**src/rtl/fir_mr_pkg.sv**
```systemverilog
package fir_mr_pkg;

  typedef enum logic [2:0] {
    ST_IDLE,
    ST_CHECK,
    ST_MAC,
    ST_OUT,
    ST_FIN
  } seq_state_t;

endpackage

```
**src/rtl/fir_mr_cfg_check.sv**
```systemverilog
// Static legality of a captured setup; the divisibility test for
// up-sampling is done iteratively by the sequencer.
module fir_mr_cfg_check #(
  parameter int TW       = 11,
  parameter int WW       = 12,
  parameter int RW       = 8,
  parameter int MAX_TAPS = 1024
) (
  input  logic [TW-1:0] taps,
  input  logic [WW-1:0] win,
  input  logic [RW-1:0] ratio,
  input  logic          upsamp,
  output logic          static_ok,
  output logic          need_div
);

  localparam int CW_MAX = (TW > RW) ? TW : RW;

  logic taps_ok;
  logic field_ok;
  logic ratio_fit;

  always_comb begin
    taps_ok   = (taps != '0) && (taps <= TW'(MAX_TAPS));
    field_ok  = (win != '0) && (ratio != '0);
    ratio_fit = upsamp || (CW_MAX'(ratio) <= CW_MAX'(taps));
    static_ok = taps_ok && field_ok && ratio_fit;
    need_div  = upsamp && (ratio > RW'(1));
  end

endmodule

```
**src/rtl/fir_mr_mac.sv**
```systemverilog
// One-tap-per-clock accumulator with round-half-up and saturation.
module fir_mr_mac #(
  parameter int DW   = 16,
  parameter int CW   = 16,
  parameter int AW   = 40,
  parameter int FRAC = 15
) (
  input  logic                 clk,
  input  logic                 rst_n,
  input  logic                 clr,
  input  logic                 en,
  input  logic signed [CW-1:0] coef,
  input  logic signed [DW-1:0] samp,
  output logic signed [DW-1:0] result
);

  localparam int PW = CW + DW;
  localparam logic signed [AW-1:0] RND_BIAS = AW'(1) <<< (FRAC - 1);
  localparam logic signed [AW-1:0] SAT_HI   = {{(AW-DW+1){1'b0}}, {(DW-1){1'b1}}};
  localparam logic signed [AW-1:0] SAT_LO   = {{(AW-DW+1){1'b1}}, {(DW-1){1'b0}}};

  logic signed [PW-1:0] prod;
  logic signed [AW-1:0] acc_q, acc_d;
  logic signed [AW-1:0] rounded;
  logic signed [AW-1:0] scaled;

  always_comb begin
    prod  = coef * samp;
    acc_d = acc_q;
    if (clr)
      acc_d = '0;
    else if (en)
      acc_d = acc_q + {{(AW-PW){prod[PW-1]}}, prod};
  end

  always_ff @(posedge clk or negedge rst_n) begin
    if (!rst_n)
      acc_q <= '0;
    else
      acc_q <= acc_d;
  end

  always_comb begin
    rounded = acc_q + RND_BIAS;
    scaled  = rounded >>> FRAC;
    if (scaled > SAT_HI)
      result = SAT_HI[DW-1:0];
    else if (scaled < SAT_LO)
      result = SAT_LO[DW-1:0];
    else
      result = scaled[DW-1:0];
  end

endmodule

```
**src/rtl/fir_mr_seq.sv**
```systemverilog
// Run control: setup capture, divisibility test, tap/address walk,
// output handshake and end-of-run pulse.
module fir_mr_seq
  import fir_mr_pkg::*;
#(
  parameter int TW  = 11,
  parameter int WW  = 12,
  parameter int RW  = 8,
  parameter int SAW = 20
) (
  input  logic           clk,
  input  logic           rst_n,
  input  logic           start,
  input  logic [TW-1:0]  cfg_taps,
  input  logic [WW-1:0]  cfg_win,
  input  logic [RW-1:0]  cfg_ratio,
  input  logic           cfg_upsamp,
  input  logic           static_ok,
  input  logic           need_div,
  input  logic           out_ready,
  output logic [TW-1:0]  coef_addr,
  output logic [SAW-1:0] samp_addr,
  output logic           mac_clr,
  output logic           mac_en,
  output logic           out_valid,
  output logic           done,
  output logic           err
);

  localparam int SW = ((TW > RW) ? TW : RW) + 1;

  seq_state_t     st_q, st_d;
  logic [TW-1:0]  taps_q, taps_d;
  logic [WW-1:0]  win_q, win_d;
  logic [RW-1:0]  ratio_q, ratio_d;
  logic           up_q, up_d;
  logic [WW-1:0]  rem_q, rem_d;
  logic [TW-1:0]  j_q, j_d;
  logic [SAW-1:0] a_q, a_d;
  logic [SAW-1:0] ptr_q, ptr_d;
  logic [RW-1:0]  ph_q, ph_d;
  logic [WW-1:0]  k_q, k_d;
  logic           err_q, err_d;

  logic [SW-1:0]  step;
  logic [SW-1:0]  j_next;
  logic           last_tap;

  always_comb begin
    step     = up_q ? SW'(ratio_q) : SW'(1);
    j_next   = SW'(j_q) + step;
    last_tap = (j_next >= SW'(taps_q)) || (a_q == '0);
  end

  always_comb begin
    st_d    = st_q;
    taps_d  = taps_q;
    win_d   = win_q;
    ratio_d = ratio_q;
    up_d    = up_q;
    rem_d   = rem_q;
    j_d     = j_q;
    a_d     = a_q;
    ptr_d   = ptr_q;
    ph_d    = ph_q;
    k_d     = k_q;
    err_d   = err_q;
    mac_clr = 1'b0;
    mac_en  = 1'b0;

    unique case (st_q)
      ST_IDLE: begin
        if (start) begin
          taps_d  = cfg_taps;
          win_d   = cfg_win;
          ratio_d = cfg_ratio;
          up_d    = cfg_upsamp;
          rem_d   = cfg_win;
          k_d     = '0;
          j_d     = '0;
          ph_d    = '0;
          err_d   = 1'b0;
          mac_clr = 1'b1;
          if (cfg_upsamp) begin
            a_d   = '0;
            ptr_d = '0;
          end else begin
            a_d   = SAW'(cfg_taps) - SAW'(1);
            ptr_d = SAW'(cfg_taps) - SAW'(1);
          end
          if (!static_ok) begin
            err_d = 1'b1;
            st_d  = ST_FIN;
          end else if (need_div) begin
            st_d = ST_CHECK;
          end else begin
            st_d = ST_MAC;
          end
        end
      end

      ST_CHECK: begin
        if (rem_q < WW'(ratio_q)) begin
          if (rem_q == '0) begin
            st_d = ST_MAC;
          end else begin
            err_d = 1'b1;
            st_d  = ST_FIN;
          end
        end else begin
          rem_d = rem_q - WW'(ratio_q);
        end
      end

      ST_MAC: begin
        mac_en = (j_q < taps_q);
        if (last_tap) begin
          st_d = ST_OUT;
        end else begin
          j_d = j_next[TW-1:0];
          a_d = a_q - SAW'(1);
        end
      end

      ST_OUT: begin
        if (out_ready) begin
          if (k_q == win_q - WW'(1)) begin
            st_d = ST_FIN;
          end else begin
            k_d     = k_q + WW'(1);
            mac_clr = 1'b1;
            st_d    = ST_MAC;
            if (up_q) begin
              if (ph_q == ratio_q - RW'(1)) begin
                ph_d  = '0;
                ptr_d = ptr_q + SAW'(1);
              end else begin
                ph_d  = ph_q + RW'(1);
              end
              j_d = TW'(ph_d);
              a_d = ptr_d;
            end else begin
              ptr_d = ptr_q + SAW'(ratio_q);
              j_d   = '0;
              a_d   = ptr_d;
            end
          end
        end
      end

      ST_FIN: begin
        st_d = ST_IDLE;
      end

      default: st_d = ST_IDLE;
    endcase
  end

  always_ff @(posedge clk or negedge rst_n) begin
    if (!rst_n) begin
      st_q    <= ST_IDLE;
      taps_q  <= '0;
      win_q   <= '0;
      ratio_q <= '0;
      up_q    <= 1'b0;
      rem_q   <= '0;
      j_q     <= '0;
      a_q     <= '0;
      ptr_q   <= '0;
      ph_q    <= '0;
      k_q     <= '0;
      err_q   <= 1'b0;
    end else begin
      st_q    <= st_d;
      taps_q  <= taps_d;
      win_q   <= win_d;
      ratio_q <= ratio_d;
      up_q    <= up_d;
      rem_q   <= rem_d;
      j_q     <= j_d;
      a_q     <= a_d;
      ptr_q   <= ptr_d;
      ph_q    <= ph_d;
      k_q     <= k_d;
      err_q   <= err_d;
    end
  end

  always_comb begin
    coef_addr = j_q;
    samp_addr = a_q;
    out_valid = (st_q == ST_OUT);
    done      = (st_q == ST_FIN);
    err       = (st_q == ST_FIN) && err_q;
  end

endmodule

```
**src/rtl/fir_mr_engine.sv**
```systemverilog
module fir_mr_engine #(
  parameter int DW       = 16,
  parameter int CW       = 16,
  parameter int AW       = 40,
  parameter int FRAC     = 15,
  parameter int TW       = 11,
  parameter int WW       = 12,
  parameter int RW       = 8,
  parameter int SAW      = 20,
  parameter int MAX_TAPS = 1024
) (
  input  logic           clk,
  input  logic           rst_n,
  input  logic           start,
  input  logic [TW-1:0]  cfg_taps,
  input  logic [WW-1:0]  cfg_win,
  input  logic [RW-1:0]  cfg_ratio,
  input  logic           cfg_upsamp,
  output logic [TW-1:0]  coef_addr,
  input  logic [CW-1:0]  coef_data,
  output logic [SAW-1:0] samp_addr,
  input  logic [DW-1:0]  samp_data,
  output logic           out_valid,
  input  logic           out_ready,
  output logic [DW-1:0]  out_data,
  output logic           done,
  output logic           err
);

  logic [1:0] rst_pipe;
  logic       rst_int_n;
  logic       static_ok;
  logic       need_div;
  logic       mac_clr;
  logic       mac_en;
  logic signed [DW-1:0] mac_res;

  // asynchronous assert, synchronous release
  always_ff @(posedge clk or negedge rst_n) begin
    if (!rst_n)
      rst_pipe <= 2'b00;
    else
      rst_pipe <= {rst_pipe[0], 1'b1};
  end
  assign rst_int_n = rst_pipe[1];

  fir_mr_cfg_check #(
    .TW(TW), .WW(WW), .RW(RW), .MAX_TAPS(MAX_TAPS)
  ) u_chk (
    .taps      (cfg_taps),
    .win       (cfg_win),
    .ratio     (cfg_ratio),
    .upsamp    (cfg_upsamp),
    .static_ok (static_ok),
    .need_div  (need_div)
  );

  fir_mr_seq #(
    .TW(TW), .WW(WW), .RW(RW), .SAW(SAW)
  ) u_seq (
    .clk        (clk),
    .rst_n      (rst_int_n),
    .start      (start),
    .cfg_taps   (cfg_taps),
    .cfg_win    (cfg_win),
    .cfg_ratio  (cfg_ratio),
    .cfg_upsamp (cfg_upsamp),
    .static_ok  (static_ok),
    .need_div   (need_div),
    .out_ready  (out_ready),
    .coef_addr  (coef_addr),
    .samp_addr  (samp_addr),
    .mac_clr    (mac_clr),
    .mac_en     (mac_en),
    .out_valid  (out_valid),
    .done       (done),
    .err        (err)
  );

  fir_mr_mac #(
    .DW(DW), .CW(CW), .AW(AW), .FRAC(FRAC)
  ) u_mac (
    .clk    (clk),
    .rst_n  (rst_int_n),
    .clr    (mac_clr),
    .en     (mac_en),
    .coef   (coef_data),
    .samp   (samp_data),
    .result (mac_res)
  );

  assign out_data = mac_res;

endmodule

```
**config.mk**
```make
export PLATFORM = sky130hd
export DESIGN_NAME = fir_mr_engine
export DESIGN_NICKNAME = d
export VERILOG_FILES = /design/src/rtl/fir_mr_pkg.sv /design/src/rtl/fir_mr_cfg_check.sv /design/src/rtl/fir_mr_mac.sv /design/src/rtl/fir_mr_seq.sv /design/src/rtl/fir_mr_engine.sv
export SDC_FILE = /design/constraint.sdc
export NUM_CORES = 1
export LEC_CHECK = 0
export ABC_CLOCK_PERIOD_IN_PS = 6110
export BUFFER_PORTS_ARGS = -buffer_cell sky130_fd_sc_hd__buf_2
export CORE_AREA = 2 2 209 211
export CTS_BUF_LIST = sky130_fd_sc_hd__clkbuf_8
export DETAILED_ROUTE_END_ITERATION = 10
export DIE_AREA = 0 0 211 213
export PLACE_DENSITY_LB_ADDON = 0.12
export SKIP_CTS_REPAIR_TIMING = 1
export SYNTH_ARGS = -nofsm -noshare
export SYNTH_HDL_FRONTEND = slang
export SYNTH_HIERARCHICAL = 1
export SYNTH_SLANG_ARGS = --single-unit
```
**constraint.sdc**
```tcl
create_clock -name clk -period 6.11 [get_ports clk]
set_clock_uncertainty 0.2 [all_clocks]
set_input_delay 0.611 -clock clk [delete_from_list [all_inputs] [get_ports clk]]
set_output_delay 0.611 -clock clk [all_outputs]
set_load 0.05 [all_outputs]
```
Word-level counts from Yosys, hierarchy flattened. Index checks and enable logic that the tools add are counted. Widths: inputs -> output; s select.

Bitwise operators: 0. Multiply operators: 1. Equality and inequality tests: 15. $add $sub $neg: 12. Shifts and indexed selects: 0. Muxes and demuxes: 52. Divide/modulo/power cells: 0. Reduce and logical (&&, ||, !) cells: 25. Magnitude comparators: 8.

Operators with widths (count): $mux 20 (7); $mux 40 (2); $mux 12 (5); $pmux 20 s3 (1); $mux 8 (7); $pmux 12 s2 (2); $mux 11 (4); $add 40x16->40 const B (1); $add 40x40->40 (1); $pmux 20 s2 (1); $pmux 11 s3 (1); $mul 16x16->32 (1); $mux 16 (2); $gt 25x16->1 const B (1); $lt 25x16->1 const B (1); $mux 3 (7); $add 20x1->20 const B (1); $add 20x8->20 (1); $logic_not 20->1 (1); $sub 20x1->20 const B (1); $pmux 8 s2 (1); $add 11x12->12 (1); $add 12x1->12 const B (1); $eq 12x12->1 (1); 34 further kinds (61).

Memory bits (writable): 0. Logic and storage cells: 127. Memories: 0. Bits in registers: 161. Latch bits: 0. Memory bits (read-only): 0.

Longest topological paths before layout.
Word-level depth: 7. Gate-level depth with buffers: 38.

Hierarchy. The synthesis kept the hierarchy.

By module, submodules not included: fir_mr_mac (instances 1, cells an instance 1577, area an instance 14056.0 µm²); fir_mr_seq (instances 1, cells an instance 1093, area an instance 8817.2 µm²); fir_mr_cfg_check (instances 1, cells an instance 41, area an instance 291.5 µm²); fir_mr_engine (instances 1, cells an instance 3, area an instance 53.8 µm²).

Least setup slack after synthesis. No wires, ideal clock.

Kind: input -> register. Start point: input coef_data[5]. End point: register u_mac.acc_q[39]. Cell stages on the path: 36. Library setup time: 0.078 ns. Data required time: 5.832 ns. Path slack: -2.699 ns. Arrival: 8.531 ns. Path buffers: 1. Cells stage by stage: clkbuf_1 -> and2_1 -> fa_1 -> inv_1 -> fa_1 -> fa_1 -> fa_1 -> inv_1 -> fa_1 -> inv_1 -> fa_1 -> inv_1 -> ha_1 -> a21o_1 -> a21o_1 -> a21o_1 -> a32oi_1 -> o21ai_1 -> a221oi_1 -> a21oi_1 -> a41oi_1 -> o21ai_1 -> a21oi_1 -> xnor2_1 -> ha_1 -> a21o_1 -> a21o_1 -> a21o_1 -> a21o_1 -> a21o_1 -> or3_1 -> a21oi_2 -> o31ai_2 -> xor2_1 -> a21o_1 -> a21oi_1.

Longest elaborated chain between the ends: 4.

RTL lines: from (decl) (RTL line fir_mr_engine.sv:20) `input logic [CW-1:0] coef_data,`; $mul 16x16->32 (RTL line fir_mr_mac.sv:28) `prod = coef * samp;`; $add 40x40->40 (RTL line fir_mr_mac.sv:33) `acc_d = acc_q + {{(AW-PW){prod[PW-1]}}, prod};`; $mux 40 (RTL line fir_mr_mac.sv:32) `else if (en)`; $mux 40 (RTL line fir_mr_mac.sv:30) `if (clr)`; to (signal assigned) (RTL line fir_mr_mac.sv:38) `acc_q <= '0;`; to (signal assigned) (RTL line fir_mr_mac.sv:40) `acc_q <= acc_d;`; to (decl) (RTL line fir_mr_mac.sv:23) `logic signed [AW-1:0] acc_q, acc_d;`.

Every way passes these cells. The select of a mux whose other input is x is not followed. A chain may end at the register's enable or synchronous reset.

Worst setup path in the final report.
Start point: input coef_data[7]. End point: register u_mac.acc_q[39].

The elaborated chain is that of the path after synthesis.

==> qor.csv <==
metric,value,unit
status,"finished, violations left",
violated checks,setup timing,
Post-synth EDFFs,0,
most common cell in the synthesized netlist,inv_1,
All-Layer GR Usage,29.5,%
"slowest stage cell, crit path",fa_1,
drt first-iter violations,1674,
Core Box Area,42700,um^2
layout cells sized above 1,23.3,%
fillcell total,3530,
min Tclk post-route,8.14,ns
Initial DRT Pass Iterations,6,
top post-synthesis cells by area,"fa_1 23%, dfrtp_1 17%, ha_1 9.9%, inv_1 6.4%, nand2_1 4.5%",
most frequent CP cell,a21o_1,
kind of end point of the critical path,flop,
routed vias,20624,
# clock sinks,161,
Crit path max-delay family,adder cells,
Nets,3562,
WL final,65.1,mm
"setup slack, reg-to-reg",0.84,ns
Synth Net Count,3232,
first-pass GRT wire length,106,mm
Core Rows,76,
Crit Path Category,in -> reg,
Sequential Area,4030,um^2
Max Buffers Root-to-Sink,2,
clk slew on worst S/H paths,0.12,ns
setup ws final,-2.03,ns
Syn-to-layout area delta,21.8,%
Synth Flop Type,dfrtp_1,
gate count of the mapped netlist,2714,
Pins Over Slew Limit,0,
Worst-Margin Slew,1.04,ns
CP Launch Type,input port,
max frequency,123,MHz
via/cell ratio,5.72,
Syn. warnings,6,
r2r startpoint,u_seq/ratio_q[0],
top-area cell type share of the netlist area,22.9,%
fin util,66.2,%
H-tree Lvls,4,
unrepaired setup endpoints after global routing,yes,
Crit path arrival time,8.40,ns
vias in the first global route,20326,
die width,211,um
max-cap violations,0,
CP bufs+invs,5,
Register-to-Register Path Depth,23,
worst hold path class,reg -> async,
"flops & latches, synth",161,
Yosys cell types,99,
WP data required,6.37,ns
total grt overflow,0,
# IOs,118,
r2r endpoint,u_seq/samp_addr[19],
initial antenna violation count,1,
fraction of registers with async set/reset,100,%
post-synth top area cell,fa_1,
largest net degree at the start of global routing,75,
worst relative slew slack,30.4,%
DRC errors left,0,
number of setup violations in the final report,29,
crit-path max FO,6,
area occupied by multi-input gates,18500,um^2
CP max stage delay,0.54,ns
post-route ant nets,0,
post-synthesis cell area,23200,um^2
die area,44900,um^2
cts bufs inserted,17,
Initial Utilization,54.4,%
CTS tree,done,
syn avg cell area,8.56,um^2
die height,213,um
Worst-Skew Late Latency,0.54,ns
Final Cycle Share,133,%
Detailed Place HPWL,51.3,mm
endpoints failing hold,0,
register area share after synthesis,17.4,%
setup_tns,-35.91,ns
Synth top cells by count,"395 x inv_1, 278 x nand2_1, 266 x fa_1",
GP Congestion,0.922,
input/output buffers,117,
WL/cell,18.1,um
Root Buffer,clkbuf_8,
-- area by class of cell --
type,instances,share of cell area (%)
clock inverters,14,0.584
inverters,397,5.27
well taps,546,2.42
diodes,1,0.00885
flip-flops and latches,161,14.3
clock buffers,18,0.876
repair buffers,412,11.1
multi-input cells,2055,65.5
-- metrics by stage --
stage	hold WS, ns	area, um^2	setup slack [ns]	cells
after floorplan	0.115	23600	-2.07	2714
after global placement	0.101	26300	-2.47	3529
after detailed placement	0.105	26300	-2.61	3529
after CTS	-0.400	26800	-2.06	3561
after global routing	0.121	28300	-2.30	3604
final	0.0652	28300	-2.03	3604
-- how the worst max path moves through the flow --
stage,startpoint,slack [ns],endpoint,cells past startpoint
finish,coef_data[7],-2.03,u_mac/acc_q[39],36
CTS,samp_data[6],-2.06,u_mac/acc_q[39],35
global placement,coef_data[0],-2.47,u_mac/acc_q[39],35
floorplan,coef_data[5],-2.07,u_mac/acc_q[39],36
global route,coef_data[9],-2.30,u_mac/acc_q[39],36
detailed placement,samp_data[6],-2.61,u_mac/acc_q[39],37
-- placed cells by master, fill, tap and decap left out, types with 12 or more instances in the layout --
master	instances
nand2b_1	25
a31oi_1	21
o21ai_0	125
and3_1	22
nand4_1	21
nor4_1	22
fa_1	247
clkbuf_8	18
dfrtp_1	160
inv_1	361
a22oi_1	16
buf_6	51
nand2_1	262
xnor2_1	98
a21oi_2	29
and2_4	21
ha_4	25
nand3_1	56
nand2_2	13
a21oi_1	93
buf_4	256
a211oi_1	12
and2_1	116
inv_2	37
nor3_1	35
nor2b_1	18
mux2i_1	32
nor2_1	172
xor2_1	59
o21a_1	19
o21bai_1	13
a21o_1	49
fa_2	19
ha_1	154
o21ai_2	17
buf_2	95
-- routing by layer --
metal  part of all wire (%)  vias up  global-route usage, %
met1                     46    10195                   43.6
met5                      0        -                      0
met3                    6.5       81                   4.06
met4                    1.9        0                   7.99
li1                       -     9645                      -
met2                     46      703                   45.4
-- kinds of logic (layout without fill, tap and decap cells) --
kind of cell	after synthesis	count (layout)	synth area share (%)
and+or+nand+nor	864	864	18.4
AOI/OAI and AO/OA	532	532	15.2
buffers and inverters	498	841	8.16
adders and majority gates	450	450	32.9
xor gates and xnor gates	172	172	6.52
DFF	161	161	17.4
muxes	36	36	1.57
other	1	2	0.0162
-- state kept, by name, summed over array words and instances, names as in the netlist --
register / flops
u_mac/acc_q: 40
u_seq/samp_addr: 20
rst_pipe: 2
u_seq/win_q: 12
u_seq/coef_addr: 11
u_seq/up_q: 1
u_seq/st_q: 3
u_seq/taps_q: 11
u_seq/k_q: 12
u_seq/ptr_q: 20
u_seq/rem_q: 12
u_seq/err_q: 1
u_seq/ratio_q: 8
u_seq/ph_q: 8
Power is left out: the tool's default activity adds up to more than one toggle a clock period on the data nets, which glitch-free logic cannot reach.
